## config.mk

```make
export PLATFORM = sky130hd
export DESIGN_NAME = tlb_inval_ctrl
export DESIGN_NICKNAME = d
export VERILOG_FILES = /design/src/rtl/tlbi_pkg.sv /design/src/rtl/tlbi_regs.sv /design/src/rtl/tlbi_walker.sv /design/src/rtl/tlbi_store.sv /design/src/rtl/tlb_inval_ctrl.sv
export SDC_FILE = /design/constraint.sdc
export NUM_CORES = 1
export LEC_CHECK = 0
export ABC_CLOCK_PERIOD_IN_PS = 11400
export BUFFER_PORTS_ARGS = -buffer_cell sky130_fd_sc_hd__buf_4
export CAP_MARGIN = 30
export CORE_ASPECT_RATIO = 1.1
export CORE_UTILIZATION = 40
export CTS_CLUSTER_SIZE = 20
export DETAILED_ROUTE_END_ITERATION = 10
export MAX_ROUTING_LAYER = met4
export PLACE_DENSITY = 0.54
export SKIP_LAST_GASP = 1
export SLEW_MARGIN = 15
export SYNTH_ARGS = -nofsm -noshare
export SYNTH_HDL_FRONTEND = slang
export SYNTH_SLANG_ARGS = --single-unit
```

## constraint.sdc

```tcl
create_clock -name clk -period 11.4 [get_ports clk]
set_input_delay 2.28 -clock clk [delete_from_list [all_inputs] [get_ports clk]]
set_output_delay 2.28 -clock clk [all_outputs]
set_load 0.005 [all_outputs]
```

## src/rtl/tlbi_pkg.sv

```systemverilog
package tlbi_pkg;
  localparam logic [2:0] A_CMD   = 3'd0;
  localparam logic [2:0] A_SEL   = 3'd1;
  localparam logic [2:0] A_START = 3'd2;
  localparam logic [2:0] A_END   = 3'd3;
  localparam logic [2:0] A_DONE  = 3'd4;

  localparam int unsigned CMD_RANGE = 32'h1;
  localparam int unsigned CMD_ALL   = 32'h2;
  localparam logic [1:0]  SEL_BOTH  = 2'b11;
endpackage

```

## src/rtl/tlbi_regs.sv

```systemverilog
module tlbi_regs
  import tlbi_pkg::*;
#(
  parameter int DW = 32,
  parameter int PAGE_SHIFT = 12,
  localparam int VPN_W = DW - PAGE_SHIFT
) (
  input  logic             clk,
  input  logic             rst,
  input  logic             reg_we,
  input  logic [2:0]       reg_addr,
  input  logic [DW-1:0]    reg_wdata,
  input  logic             walk_busy_i,
  input  logic             walk_fin_i,
  output logic [VPN_W-1:0] start_vpn_o,
  output logic [VPN_W-1:0] end_vpn_o,
  output logic             flush_o,
  output logic             range_go_o,
  output logic             done_o,
  output logic [DW-1:0]    rd_data_o
);
  logic [1:0]       sel_q;
  logic [VPN_W-1:0] start_q, end_q;
  logic             done_q;
  logic [DW-1:0]    rd_q, rd_d;
  logic             cmd_wr, armed, done_clr;

  always_comb begin
    cmd_wr     = reg_we && (reg_addr == A_CMD);
    armed      = (sel_q == SEL_BOTH);
    flush_o    = cmd_wr && armed && (reg_wdata == DW'(CMD_ALL));
    range_go_o = cmd_wr && armed && (reg_wdata == DW'(CMD_RANGE)) && !walk_busy_i;
    done_clr   = reg_we && (reg_addr == A_DONE) && (reg_wdata == '0);
  end

  always_comb begin
    rd_d = '0;
    case (reg_addr)
      A_SEL:   rd_d = {{(DW-2){1'b0}}, sel_q};
      A_START: rd_d = {start_q, {PAGE_SHIFT{1'b0}}};
      A_END:   rd_d = {end_q, {PAGE_SHIFT{1'b0}}};
      A_DONE:  rd_d = {{(DW-1){1'b0}}, done_q};
      default: rd_d = '0;
    endcase
  end

  always_ff @(posedge clk) begin
    if (rst) begin
      sel_q   <= '0;
      start_q <= '0;
      end_q   <= '0;
      done_q  <= 1'b0;
      rd_q    <= '0;
    end else begin
      rd_q <= rd_d;
      if (reg_we) begin
        case (reg_addr)
          A_SEL:   sel_q   <= reg_wdata[1:0];
          A_START: start_q <= reg_wdata[DW-1:PAGE_SHIFT];
          A_END:   end_q   <= reg_wdata[DW-1:PAGE_SHIFT];
          default: ;
        endcase
      end
      if (walk_fin_i)    done_q <= 1'b1;
      else if (done_clr) done_q <= 1'b0;
    end
  end

  assign start_vpn_o = start_q;
  assign end_vpn_o   = end_q;
  assign done_o      = done_q;
  assign rd_data_o   = rd_q;


  done_source_chk: assert property (@(posedge clk) disable iff (rst)
    $rose(done_q) |-> $past(walk_fin_i));


  done_hold_chk: assert property (@(posedge clk) disable iff (rst)
    (done_q && reg_we && reg_addr == A_DONE && reg_wdata != '0) |=> done_q);
endmodule

```

## src/rtl/tlbi_walker.sv

```systemverilog
module tlbi_walker #(
  parameter int ENTRIES = 16,
  parameter int VPN_W = 20,
  localparam int IDX_W = $clog2(ENTRIES)
) (
  input  logic             clk,
  input  logic             rst,
  input  logic             range_go_i,
  input  logic [VPN_W-1:0] lo_i,
  input  logic [VPN_W-1:0] hi_i,
  input  logic [VPN_W-1:0] probe_vpn_i,
  output logic [IDX_W-1:0] probe_idx_o,
  output logic             clr_en_o,
  output logic             fin_o,
  output logic             busy_o
);
  localparam logic [IDX_W-1:0] LAST = IDX_W'(ENTRIES - 1);

  logic             busy_q;
  logic [IDX_W-1:0] idx_q;
  logic [VPN_W-1:0] lo_q, hi_q;
  logic             at_last;

  always_comb begin
    at_last  = (idx_q == LAST);
    clr_en_o = busy_q && (probe_vpn_i >= lo_q) && (probe_vpn_i <= hi_q);
    fin_o    = busy_q && at_last;
  end

  always_ff @(posedge clk) begin
    if (rst) begin
      busy_q <= 1'b0;
      idx_q  <= '0;
      lo_q   <= '0;
      hi_q   <= '0;
    end else if (range_go_i) begin
      busy_q <= 1'b1;
      idx_q  <= '0;
      lo_q   <= lo_i;
      hi_q   <= hi_i;
    end else if (busy_q) begin
      idx_q <= idx_q + IDX_W'(1);
      if (at_last) busy_q <= 1'b0;
    end
  end

  assign probe_idx_o = idx_q;
  assign busy_o      = busy_q;


  walk_start_chk: assert property (@(posedge clk) disable iff (rst)
    range_go_i |=> (busy_q && idx_q == '0));


  walk_step_chk: assert property (@(posedge clk) disable iff (rst)
    (busy_q && !at_last) |=> (busy_q && idx_q == $past(idx_q) + IDX_W'(1)));


  walk_end_chk: assert property (@(posedge clk) disable iff (rst)
    fin_o |=> !busy_q);
endmodule

```

## src/rtl/tlbi_store.sv

```systemverilog
module tlbi_store #(
  parameter int ENTRIES = 16,
  parameter int VPN_W = 20,
  parameter int PPN_W = 20,
  localparam int IDX_W = $clog2(ENTRIES)
) (
  input  logic             clk,
  input  logic             rst,
  input  logic             fill_en_i,
  input  logic [IDX_W-1:0] fill_idx_i,
  input  logic [VPN_W-1:0] fill_vpn_i,
  input  logic [PPN_W-1:0] fill_ppn_i,
  input  logic             flush_i,
  input  logic             clr_en_i,
  input  logic [IDX_W-1:0] probe_idx_i,
  output logic [VPN_W-1:0] probe_vpn_o,
  input  logic             lk_en_i,
  input  logic [VPN_W-1:0] lk_vpn_i,
  output logic             lk_hit_o,
  output logic [PPN_W-1:0] lk_ppn_o
);
  logic [ENTRIES-1:0] valid_q, valid_d, hit_vec;
  logic [VPN_W-1:0]   tag_q   [ENTRIES];
  logic [PPN_W-1:0]   ppn_mem [ENTRIES];
  logic [PPN_W-1:0]   ppn_rd_q;
  logic [IDX_W-1:0]   hit_idx;
  logic               hit_q;

  for (genvar e = 0; e < ENTRIES; e++) begin : g_cmp
    assign hit_vec[e] = valid_q[e] && (tag_q[e] == lk_vpn_i);
  end

  always_comb begin
    hit_idx = '0;
    for (int e = ENTRIES - 1; e >= 0; e--)
      if (hit_vec[e]) hit_idx = IDX_W'(e);
  end

  always_comb begin
    valid_d = valid_q;
    for (int e = 0; e < ENTRIES; e++) begin
      if (fill_en_i && fill_idx_i == IDX_W'(e))
        valid_d[e] = 1'b1;
      else if (flush_i || (clr_en_i && probe_idx_i == IDX_W'(e)))
        valid_d[e] = 1'b0;
    end
  end

  always_ff @(posedge clk) begin
    if (rst) begin
      valid_q <= '0;
      hit_q   <= 1'b0;
    end else begin
      valid_q <= valid_d;
      hit_q   <= lk_en_i && (|hit_vec);
    end
  end

  always_ff @(posedge clk) begin
    if (fill_en_i) tag_q[fill_idx_i] <= fill_vpn_i;
  end

  always_ff @(posedge clk) begin
    if (fill_en_i) ppn_mem[fill_idx_i] <= fill_ppn_i;
    if (lk_en_i)   ppn_rd_q <= ppn_mem[hit_idx];
  end

  assign probe_vpn_o = tag_q[probe_idx_i];
  assign lk_hit_o    = hit_q;
  assign lk_ppn_o    = hit_q ? ppn_rd_q : '0;


  fill_valid_chk: assert property (@(posedge clk) disable iff (rst)
    fill_en_i |=> valid_q[$past(fill_idx_i)]);


  flush_empty_chk: assert property (@(posedge clk) disable iff (rst)
    (flush_i && !fill_en_i) |=> (valid_q == '0));


  sweep_clear_chk: assert property (@(posedge clk) disable iff (rst)
    (clr_en_i && !(fill_en_i && fill_idx_i == probe_idx_i)) |=> !valid_q[$past(probe_idx_i)]);
endmodule

```

## src/rtl/tlb_inval_ctrl.sv

```systemverilog
module tlb_inval_ctrl #(
  parameter int ENTRIES = 16,
  parameter int VA_W = 32,
  parameter int PAGE_SHIFT = 12,
  parameter int PPN_W = 20,
  localparam int VPN_W = VA_W - PAGE_SHIFT,
  localparam int IDX_W = $clog2(ENTRIES)
) (
  input  logic             clk,
  input  logic             rst,
  input  logic             reg_we,
  input  logic [2:0]       reg_addr,
  input  logic [VA_W-1:0]  reg_wdata,
  output logic [VA_W-1:0]  reg_rdata,
  input  logic             fill_en,
  input  logic [IDX_W-1:0] fill_idx,
  input  logic [VPN_W-1:0] fill_vpn,
  input  logic [PPN_W-1:0] fill_ppn,
  input  logic             lk_en,
  input  logic [VPN_W-1:0] lk_vpn,
  output logic             lk_hit,
  output logic [PPN_W-1:0] lk_ppn,
  output logic             inval_done,
  output logic             walk_busy
);
  logic [VPN_W-1:0] start_vpn, end_vpn, probe_vpn;
  logic [IDX_W-1:0] probe_idx;
  logic             flush, range_go, clr_en, fin, busy;

  tlbi_regs #(.DW(VA_W), .PAGE_SHIFT(PAGE_SHIFT)) u_regs (
    .clk(clk), .rst(rst), .reg_we(reg_we), .reg_addr(reg_addr),
    .reg_wdata(reg_wdata), .walk_busy_i(busy), .walk_fin_i(fin),
    .start_vpn_o(start_vpn), .end_vpn_o(end_vpn), .flush_o(flush),
    .range_go_o(range_go), .done_o(inval_done), .rd_data_o(reg_rdata)
  );

  tlbi_walker #(.ENTRIES(ENTRIES), .VPN_W(VPN_W)) u_walker (
    .clk(clk), .rst(rst), .range_go_i(range_go), .lo_i(start_vpn),
    .hi_i(end_vpn), .probe_vpn_i(probe_vpn), .probe_idx_o(probe_idx),
    .clr_en_o(clr_en), .fin_o(fin), .busy_o(busy)
  );

  tlbi_store #(.ENTRIES(ENTRIES), .VPN_W(VPN_W), .PPN_W(PPN_W)) u_store (
    .clk(clk), .rst(rst), .fill_en_i(fill_en), .fill_idx_i(fill_idx),
    .fill_vpn_i(fill_vpn), .fill_ppn_i(fill_ppn), .flush_i(flush),
    .clr_en_i(clr_en), .probe_idx_i(probe_idx), .probe_vpn_o(probe_vpn),
    .lk_en_i(lk_en), .lk_vpn_i(lk_vpn), .lk_hit_o(lk_hit), .lk_ppn_o(lk_ppn)
  );

  assign walk_busy = busy;
endmodule

```

== Word level (Yosys, flattened, before mapping) ==
Memories as Yosys holds them, arrays and structs flattened. A register that Yosys moved wholly into a read port is not among the register bits.
Cells that the tools add are included.
Word-level totals
  bits in registers: 137
  RAM bits: 640
  bits of input ports: 104
  output and inout bits: 55
  logic and storage cells: 245
  memories kept: 2
Memories
  u_store.ppn_mem: words 16, width 20, rd ports 1, clocked after memory_dff 1, wr ports 1, line tlbi_store.sv:24  | logic [PPN_W-1:0] ppn_mem [ENTRIES];
  u_store.tag_q: words 16, width 20, rd ports 17, clocked after memory_dff 1, wr ports 1, line tlbi_store.sv:23  | logic [VPN_W-1:0] tag_q [ENTRIES];
Cells by class
  add/subtract/negate cells: 1
  $lt $le $gt $ge: 2
  equality and inequality tests: 53
  mux-type cells: 59
  reductions and logical operators: 102
Operators with widths (number)
  == test 20 bit: 16
  case mux 32 bit (4 select lines): 1
  2-to-1 mux 4 bit: 18
  == test 4 bit, second input constant: 16
  logical AND 1 bit: 59
  2-to-1 mux 1 bit: 39
  nonzero test 2 bit: 17
  == test 32 x 1 -> 1 bit, second input constant: 1
  == test 32 x 2 -> 1 bit, second input constant: 1
  == test 4 x 3 -> 1 bit, second input constant: 8
  zero test 32 bit: 1
  greater-or-equal comparator 20 bit: 1
  less-or-equal comparator 20 bit: 1
  2-to-1 mux 20 bit: 1
  == test 4 x 2 -> 1 bit, second input constant: 4
  logical OR 1 bit: 16
  OR reduction 16 bit: 1
  == test 4 x 1 -> 1 bit, second input constant: 2
  zero test 4 bit: 2
  == test 3 x 2 -> 1 bit, second input constant: 2
  AND reduction 2 bit: 3
  adder 4 x 1 -> 4 bit, second input constant: 1
  == test 3 x 1 -> 1 bit, second input constant: 1
  == test 3 bit, second input constant: 1
  4 further kinds: 4

== Logic depth before layout (Yosys ltp) ==
Gate-level depths: netlist (run 1).
  depth after elaboration: 18
  depth in mapped cells: 18
  mapped depth without buffers: 15

== Cells and area by module ==
Synthesis (run 1) repeated with hierarchy kept, for this count alone.
Second synthesis, totals
  cells, all modules: 2721
  area total of the unflattened synthesis: 36109.6 sq um
By module, submodules not included
  tlbi_store: instances 1, cells an instance 2140, area an instance 31012.2 sq um, sequential area each 20159.3 sq um
  tlbi_walker: instances 1, cells an instance 289, area an instance 2607.5 sq um, sequential area each 900.9 sq um
  tlbi_regs: instances 1, cells an instance 292, area an instance 2489.9 sq um, sequential area each 1301.2 sq um

== Least setup slack after synthesis (run 1) ==
No wires, ideal clock.
  kind: input port to flip-flop
  start point: input fill_idx[3]
  end point: memory u_store.ppn_mem[0][0], enable pin
  library setup time: 492 ps
  arrival time: 5633 ps
  data required time: 10908 ps
  path slack: 5275 ps
  stages: 2
  buffers on the path: 0
  path through: or3b_2 nor3_1
RTL lines
  from (decl): line tlb_inval_ctrl.sv:16  | input logic [IDX_W-1:0] fill_idx,
  to (decl): line tlbi_store.sv:24
Straight into the memory's write port.

== Worst setup path after layout (run 1) ==
  start point: input lk_vpn[11]
  end point: register u_store.ppn_rd_q[18] (read register of u_store.ppn_mem) (data pin)
On the way
  longest elaborated chain between the ends: 18
  elaborated cells between the ends (all ways): 48
  classes of those cells: 16 x eq/ne; 16 x mux; 16 x reduce/logical
RTL lines
  from (decl): line tlb_inval_ctrl.sv:20  | input logic [VPN_W-1:0] lk_vpn,
  == test 20 bit: line tlbi_store.sv:30  | assign hit_vec[e] = valid_q[e] && (tag_q[e] == lk_vpn_i);
  logical AND 1 bit: line tlbi_store.sv:30
  2-to-1 mux 4 bit (15 in a row): line tlbi_store.sv:36  | if (hit_vec[e]) hit_idx = IDX_W'(e);
  2-to-1 mux 4 bit (*): line tlbi_store.sv:36
  to (decl): line tlbi_store.sv:25  | logic [PPN_W-1:0] ppn_rd_q;
Mark *: on every way between the ends. The rest lies on a longest branch, timed or not.
A chain may end at the register's enable or synchronous reset.

==> out/results.env, run 1 <==
GLOBALROUTETOTALUTIL_PCT=26.2
POWERDENSITY_mW_PER_MM2=153
YOSYS.AREA_SHARE.ADDER_PCT=1.52
CELL_INTERNAL_PWR_W=0.00487
CTS_NUM_SINKS=791
GRT_FIRST_PASS_WIRELENGTH_MM=166
WORST_EP_ARRIVAL_TIME_NS=7.04
FINALCLOCKSKEW_NS=0.0313
SYN_INST=2534
COUNT_OF_NON_FILLER_CELLS_IN_THE_FINISHED_LAYOUT=3912
CRITICALPATHCATEGORY='in2reg'
DRIVE_ABOVE_1_SHARE_PCT=16.9
POST_SYNTH_INSTANCE_AREA_MM2=0.0362
POSTROUTEWIRELENGTH_MM=116
SETUP_VIOL=0
COMBPWRFRAC_PCT=5.4
PLACEMENT.SETUP.WORST_SLACK_NS=4.14
CRITICAL-PATH-MAX-STAGE-DELAY_NS=0.73
KIND_OF_START_POINT_OF_THE_CRITICAL_PATH='input pin'
YOSYSSEQAREASHARE_PCT=62.0
CPMAXSTAGEDELAYCELL='nand3b_1'
ROUTE.ANTENNA.REMAINING_NETS=0
GP_CONGESTION=0.949
SYN_AVG_CELL_AREA_UM2=14.3
POSTSYNTHREGISTERBITS=791
HOLD_PATH_CLASS='reg2reg'
PLACEMENT.IO_BUFFERS=148
CAPTURE_POINT_OF_THE_WORST_REG_TO_REG_PATH='u_store.valid_q[11]$_SDFFE_PP0P_'
R2R_SLACK_NS=5.84
CRIT_FAMILY='simple AND/OR/NAND/NOR gates'
CAP_VIOL_MAX_COUNT=0
POWER_SWITCHING_SHARE_PCT=23.0
P_SW_W=0.00146
SYNTH_COMPOUND_AREA_SHARE_PCT=4.75
COREAREA_MM2=0.0895
CRIT_PATH_REQUIRED_TIME_NS=11.80
DRT-PASS1-ITER-COUNT=5
ROUTE.DETAILED.VIAS_PER_INST=5.76
ANTENNA_FOUND_INITIAL=9
INSERTION_DELAY_NS=0.66
MOSTFREQUENTLAYOUTCELL='edfxtp_1'
PEAKVDDDROP_mV=0.164
LAYOUT.CELLS.MOST_COMMON_LIST='edfxtp_1 (660), xnor2_1 (267), buf_4 (181)'
NETS_FINISH=2814
MAXSLEWVIOLCOUNT=0
FIN_CRIT_SH_PCT=58.2
HOLD_VIOL=0
CTS_SETUP_BUFFERS=0
YOSYS.CELL_TYPES.COUNT=66
POST_DRT_WL_PER_CELL_UM=29.7
MAXIMUM_NUMBER_OF_PINS_ON_ONE_NET_BEFORE_GLOBAL_ROUTE_REPAIR=85
UTILIZATION_PCT=46.1
PART_OF_THE_POWER_IN_THE_CLOCK_NETWORK_PCT=43.8
PATH_CLK_SLEW_NS=0.06
CTS_RESIZED=0
MIN-DELAY-START='u_regs.start_vpn_o[2]$_SDFFE_PP0P_'
CLOCK.FMAX_MHz=151
P_LEAK_nW=13.3
PWR-SHARE-SEQ_PCT=50.8
POSTCTSHOLDBUFS=0
COMBINATIONAL_FAMILY_WITH_THE_MOST_AREA_AFTER_SYNTHESIS='multiplexers'
SYNTH-SIMPLE-AREA-SHARE_PCT=9.77
FINALWORSTSETUPSLACK_NS=4.76
INITIALDRTVIOLATIONCOUNT=1855
FLOORPLAN.IO_PINS=159
OUTCOME='finished, final reports clean'
DP_CELLS=3745
SYNTHTOLAYOUTAREAGROWTH_PCT=14.1
ROUTE.VIAS.TOTAL=22500
TRITONCTS='built'
DIE-WIDTH_UM=289
CRITPATHBUFINV=2
ROUTE.DETAILED.DRC=0
CRIT_PATH_FREQUENT_CELL='buf_4'
WORST_PIN_SLEW_NS=0.976
WHS_ENDPOINT='u_regs.start_vpn_o[2]$_SDFFE_PP0P_'
KIND_OF_CAPTURE_POINT_OF_THE_WORST_SETUP_PATH='flip-flop'
CLOCK_TREE.HTREE_LEVEL_COUNT=3
DP_HPWL_MM=80.4
WORSTPATHCELLLIST='buf_4 > xnor2_1 > nand4_1 > nor4_1 > and4_1 > a311o_2 > a311oi_1 > o31a_4 > buf_4 > nand3b_1 > o22ai_1 > a221oi_1 > and3_1'
NUM-FILL-CELLS=7980
WORST_SLEW_MARGIN_REL_PCT=34.9
R2R.WORST_PATH.CELLS=15
FIRST_GLOBAL_VIAS=23000
PLACEMENT_ROWS=115
DIE_H_UM=318
UNREPAIRED_SETUP_ENDPOINTS_AFTER_GLOBAL_ROUTING='no'
YOSYS.AREA_SHARE.XOR_XNOR_PCT=7.82
MAXIMUM_CLOCK_INSERTION_BUFFER_COUNT=3
DESIGN.DIE.AREA_MM2=0.0917
YS_ASYNC_SR_FRACTION_PCT=0
CTS-ROOT-BUF='clkbuf_16'
SYNTH-WARNING-COUNT=0
NUM_CTS_BUFFERS=86
GR-TOTAL-OVERFLOW=0
START_UTIL_PCT=40.4
FINAL.SETUP.TNS_NS=0
CRIT_PATH_MAX_FANOUT=46
MAIN_FLOP_TYPE_AFTER_SYNTHESIS='edfxtp_1'
FIN_CRIT_NS=6.64
SYNTH-EDFF-COUNT=660
SHARE_OF_CELL_AREA_TAKEN_BY_MUXES_AFTER_SYNTHESIS_PCT=11.1
HOLD-PATH-CELL-COUNT=2
[synthesized netlist by cell type (8+ instances only)]
cell,number,area share (%)
edfxtp_1,660,55
xnor2_1,267,6.5
mux2i_1,178,4.9
nand2_1,143,1.5
dfxtp_1,131,7.2
nand4_1,126,2.2
nor2_1,115,1.2
mux4_2,100,6.2
a22oi_1,81,1.7
a21oi_1,68,0.94
nor4_1,58,1.0
buf_4,57,1.2
xor2_1,56,1.4
clkbuf_1,54,0.56
inv_1,46,0.48
ha_1,44,1.5
nand3_1,40,0.55
nor3_1,29,0.40
buf_2,25,0.35
and2_1,24,0.41
nand4b_1,18,0.44
nand3b_1,16,0.33
o31a_1,16,0.39
a211o_1,14,0.34
a21o_1,14,0.29
o211ai_1,13,0.27
a22o_1,12,0.29
and4_1,12,0.29
nor3b_1,11,0.23
buf_6,10,0.31
nor2b_1,10,0.17
buf_1,9,0.093
nand2b_1,8,0.14
or2_2,8,0.14
[flip-flops by register name, summed over array words and instances, names as in the netlist, 2 cells and up, named ones only]
| name | flops |
|---|---|
| u_regs.end_vpn_o | 20 |
| u_regs.rd_data_o | 22 |
| u_regs.sel_q | 2 |
| u_regs.start_vpn_o | 20 |
| u_store.ppn_mem | 320 |
| u_store.ppn_rd_q | 20 |
| u_store.tag_q | 320 |
| u_store.valid_q | 16 |
| u_walker.hi_q | 20 |
| u_walker.lo_q | 20 |
| u_walker.probe_idx_o | 4 |
[worst min-delay path, cell delays in order, from the launching register on]
cell and delay (ns):
dfxtp_1 0.32, nand2_1 0.06, a21oi_1 0.05
[cells by family after synthesis]
kind of cell,after synthesis
flops,791
mux,278
other cells,1
compound gates,242
xor+xnor,323
fa+ha+maj,44
buf+inv,202
simple gates,653
[metal layers]
metal | track usage [%] | share of wire, % | up-vias
met5 | - | 0 | -
met4 | 10.3 | 4.0 | 0
met3 | 3.54 | 4.5 | 180
met2 | 43.9 | 51 | 687
met1 | 31.7 | 40 | 11700
li1 | - | - | 9973
[stage by stage]
step | power, W | instance area (um2) | hold slack, ns
floorplan | 0.00344 | 36200 | 0.448
global placement | 0.00361 | 38300 | 0.464
detailed placement | 0.00361 | 38400 | 0.470
CTS | 0.00638 | 41200 | 0.478
global route | 0.00651 | 41300 | 0.496
finish | 0.00633 | 41300 | 0.476
[area by class of cell]
class	count	area, um2	area share, %
sequential	791	22400	54.4
multi-input combinational	1550	12800	31.1
clock buffer	110	2290	5.55
timing repair buffer	191	1540	3.72
tap	1170	1460	3.55
clock inverter	48	514	1.25
inverter	46	173	0.418
antenna	6	15.0	0.0364
[power by group through the flow]
stage	combinational (W)	sequential [W]	clock [W]
after floorplan	0.000176	0.00327	0
after global placement	0.000336	0.00327	0
after detailed placement	0.000338	0.00327	0
after CTS	0.000339	0.00321	0.00283
after global routing	0.000356	0.00322	0.00294
final	0.000340	0.00321	0.00277
[worst max path at each step]
stage | to | depth (start not counted) | from | slack [ns]
floorplan | u_store.ppn_mem[0][0]$_DFFE_PP_ | 2 | fill_idx[3] | 5.28
global placement | u_store.ppn_rd_q[18]$_DFFE_PP_ | 13 | lk_vpn[11] | 4.08
detailed placement | u_store.ppn_rd_q[18]$_DFFE_PP_ | 13 | lk_vpn[11] | 4.14
CTS | u_store.ppn_rd_q[18]$_DFFE_PP_ | 13 | lk_vpn[11] | 4.85
global route | u_store.ppn_rd_q[18]$_DFFE_PP_ | 13 | lk_vpn[3] | 4.64
finish | u_store.ppn_rd_q[18]$_DFFE_PP_ | 13 | lk_vpn[11] | 4.76
Power figures use the tool's default switching activity.
==> run 2, diff against run 1 <==
- ABC_CLOCK_PERIOD_IN_PS: 11400 -> 6500
- clock period: 11.4 -> 6.5 ns (I/O delays scaled with it)
==> run 2 against run 1 <==
  * Sequential power grew 76%
  * Final cell count grew 0.31%
  * Core utilization grew 0.20 points
  * Clock-buffer cell count grew 3
  * Worst setup slack lost 3.5 ns
  * Highest routed layer unchanged
==> out/results.env, run 2 (synthesis gave the netlist of run 1 again) <==
P_SW_W=0.00252  # +73%
PLACEMENT.IO_BUFFERS=148  # unchanged
POWERDENSITY_mW_PER_MM2=269  # +76%
ROUTE.DETAILED.DRC=0  # unchanged
KIND_OF_START_POINT_OF_THE_CRITICAL_PATH='flip-flop'
FLOORPLAN.IO_PINS=159  # unchanged
FIN_CRIT_SH_PCT=80.2
DRT-PASS1-ITER-COUNT=5  # unchanged
LAYOUT.CELLS.MOST_COMMON_LIST='edfxtp_1 (660), xnor2_1 (267), buf_4 (195)'
CLOCK.FMAX_MHz=192
MAXSLEWVIOLCOUNT=0  # unchanged
PATH_CLK_SLEW_NS=0.06  # about the same
NUM_CTS_BUFFERS=88  # +2.3%
FINAL.SETUP.TNS_NS=0  # unchanged
OUTCOME='finished, final reports clean'
CTS_SETUP_BUFFERS=0  # unchanged
GLOBALROUTETOTALUTIL_PCT=26.2  # about the same
INSERTION_DELAY_NS=0.67  # about the same
DRIVE_ABOVE_1_SHARE_PCT=17.2  # +0.28 points
UTILIZATION_PCT=46.3  # +0.20 points
POSTROUTEWIRELENGTH_MM=117  # +0.33%
CRITPATHBUFINV=1  # -1
ROUTE.DETAILED.VIAS_PER_INST=5.73  # -0.54%
NETS_FINISH=2832  # +0.64%
CTS_RESIZED=0  # unchanged
PART_OF_THE_POWER_IN_THE_CLOCK_NETWORK_PCT=44.2  # +0.4 points
COREAREA_MM2=0.0895  # unchanged
DETAILED_PLACE.AREA_MM2=0.0386  # +0.52%
KIND_OF_CAPTURE_POINT_OF_THE_WORST_SETUP_PATH='flip-flop'
COMBPWRFRAC_PCT=5.4  # about the same
ANTENNA_FOUND_INITIAL=5  # -4
FINAL_AREA_MM2=0.0415  # +0.44%
CRIT_FAMILY='compound AO/OA/AOI/OAI gates'
SETUP_VIOL=0  # unchanged
SYNTHTOLAYOUTAREAGROWTH_PCT=14.6
TRITONCTS='built'
FINALCLOCKSKEW_NS=0.0391  # +0.00776 ns
HOLD_PATH_CLASS='reg2reg'
INITIALDRTVIOLATIONCOUNT=1969  # +6.1%
DIE-WIDTH_UM=289  # unchanged
CRIT_PATH_REQUIRED_TIME_NS=7.04  # -4.76 ns
CTS-ROOT-BUF='clkbuf_16'
DIE_H_UM=318  # unchanged
CRITICAL-PATH-MAX-STAGE-DELAY_NS=0.65  # -0.08 ns
MOSTFREQUENTLAYOUTCELL='edfxtp_1'
P_LEAK_nW=13.4  # +0.81%
GR-TOTAL-OVERFLOW=0  # unchanged
UNREPAIRED_SETUP_ENDPOINTS_AFTER_GLOBAL_ROUTING='no'
CPMAXSTAGEDELAYCELL='nand4_1'
POSTCTSHOLDBUFS=0  # unchanged
PLACEMENT.SETUP.WORST_SLACK_NS=1.03  # -3.11 ns
WORST_PIN_SLEW_NS=1.02  # +0.0450 ns
MAXIMUM_CLOCK_INSERTION_BUFFER_COUNT=3  # unchanged
WORST_SLEW_MARGIN_REL_PCT=31.9  # -3.0 points
POST_DRT_WL_PER_CELL_UM=29.7  # about the same
POWER_SWITCHING_SHARE_PCT=22.5  # -0.51 points
GP_CONGESTION=0.947  # -0.17%
CRITICALPATHCATEGORY='reg2reg'
CLOCK_TREE.HTREE_LEVEL_COUNT=3  # unchanged
FINALWORSTSETUPSLACK_NS=1.29  # -3.48 ns
WORST_EP_ARRIVAL_TIME_NS=5.75  # -1.29 ns
DP_HPWL_MM=83.4  # +3.6%
CTS_NUM_SINKS=791  # unchanged
MAXIMUM_NUMBER_OF_PINS_ON_ONE_NET_BEFORE_GLOBAL_ROUTE_REPAIR=61  # -28%
PWR-SHARE-SEQ_PCT=50.5  # -0.3 points
WORSTPATHCELLLIST='buf_12 > mux4_2 > mux4_2 > ha_1 > a21o_1 > a21o_1 > a21o_1 > a21o_1 > a21o_1 > a21o_1 > a21oi_1 > o31ai_1 > o21ai_0 > nand4_1 > o31a_1'
PLACEMENT_ROWS=115  # unchanged
START_UTIL_PCT=40.4  # unchanged
CRIT_PATH_FREQUENT_CELL='a21o_1'
HOLD_VIOL=0  # unchanged
PEAKVDDDROP_mV=0.232  # +42%
ROUTE.ANTENNA.REMAINING_NETS=0  # unchanged
FIN_CRIT_NS=5.21
CRIT_PATH_MAX_FANOUT=23  # -50%
FIRST_GLOBAL_VIAS=22700  # -1.3%
DESIGN.DIE.AREA_MM2=0.0917  # unchanged
NUM-FILL-CELLS=7899  # -1.0%
GRT_FIRST_PASS_WIRELENGTH_MM=165  # -0.26%
ROUTE.VIAS.TOTAL=22500  # -0.24%
CAP_VIOL_MAX_COUNT=0  # unchanged
CELL_INTERNAL_PWR_W=0.00865  # +78%
==> run 2: changes by cell type in the layout (fill, tap and decap cells not counted), sizes merged <==
cell	delta
clkinv	-5
diode	-2
clkbuf	+3
buf	+16
==> run 2: worst min-delay path, stage by stage (launching register included) <==
cell	delay, ns
dfxtp_1	0.32
nand2_1	0.06
a21oi_1	0.06
==> run 2: path summary, 6_finish.rpt <==
path / depth (start not counted) / slack [ns] / endpoint / start
max: 15 / 1.29 / u_store.valid_q[5]$_SDFFE_PP0P_ / flip-flop
min: 2 / 0.48 / u_regs.start_vpn_o[3]$_SDFFE_PP0P_ / u_regs.start_vpn_o[3]$_SDFFE_PP0P_
max reg2reg: 15 / 1.29 / u_store.valid_q[5]$_SDFFE_PP0P_ / flip-flop
min reg2reg: 2 / 0.48 / u_regs.start_vpn_o[3]$_SDFFE_PP0P_ / u_regs.start_vpn_o[3]$_SDFFE_PP0P_
==> run 2: final cells by class <==
type | count | area (um2) | area share [%]
diodes | 4 | 10.0 | 0.0241
well taps | 1170 | 1460 | 3.53
clock inverters | 43 | 413 | 0.996
inverters | 46 | 173 | 0.416
flip-flops and latches | 791 | 22400 | 54.1
multi-input cells | 1550 | 12800 | 31.0
clock buffers | 113 | 2420 | 5.84
repair buffers | 207 | 1700 | 4.09
==> run 2: per-stage QoR <==
| step | hold WS, ns | instances | power, W |
|---|---|---|---|
| after floorplan | 0.448 | 2543 | 0.00604 |
| after global placement | 0.462 | 3757 | 0.00633 |
| after detailed placement | 0.468 | 3763 | 0.00634 |
| after CTS | 0.481 | 3919 | 0.0112 |
| after global routing | 0.494 | 3924 | 0.0115 |
| final | 0.478 | 3924 | 0.0112 |
==> run 2: metal layers <==
metal  share of wire [%]  up-vias  GRT usage, %
li1                    -    10000             -
met1                  40    11500          32.1
met2                  51      731          43.7
met3                 4.9      190          3.66
met4                 4.1        0          9.87
met5                   0        -             -
==> run 2: power groups by stage <==
stage	sequential, W	clock (W)	combinational [W]
final	0.00564	0.00493	0.000597
after floorplan	0.00573	0	0.000309
after global placement	0.00574	0	0.000593
after CTS	0.00564	0.00501	0.000598
after detailed placement	0.00574	0	0.000596
after global routing	0.00564	0.00521	0.000627
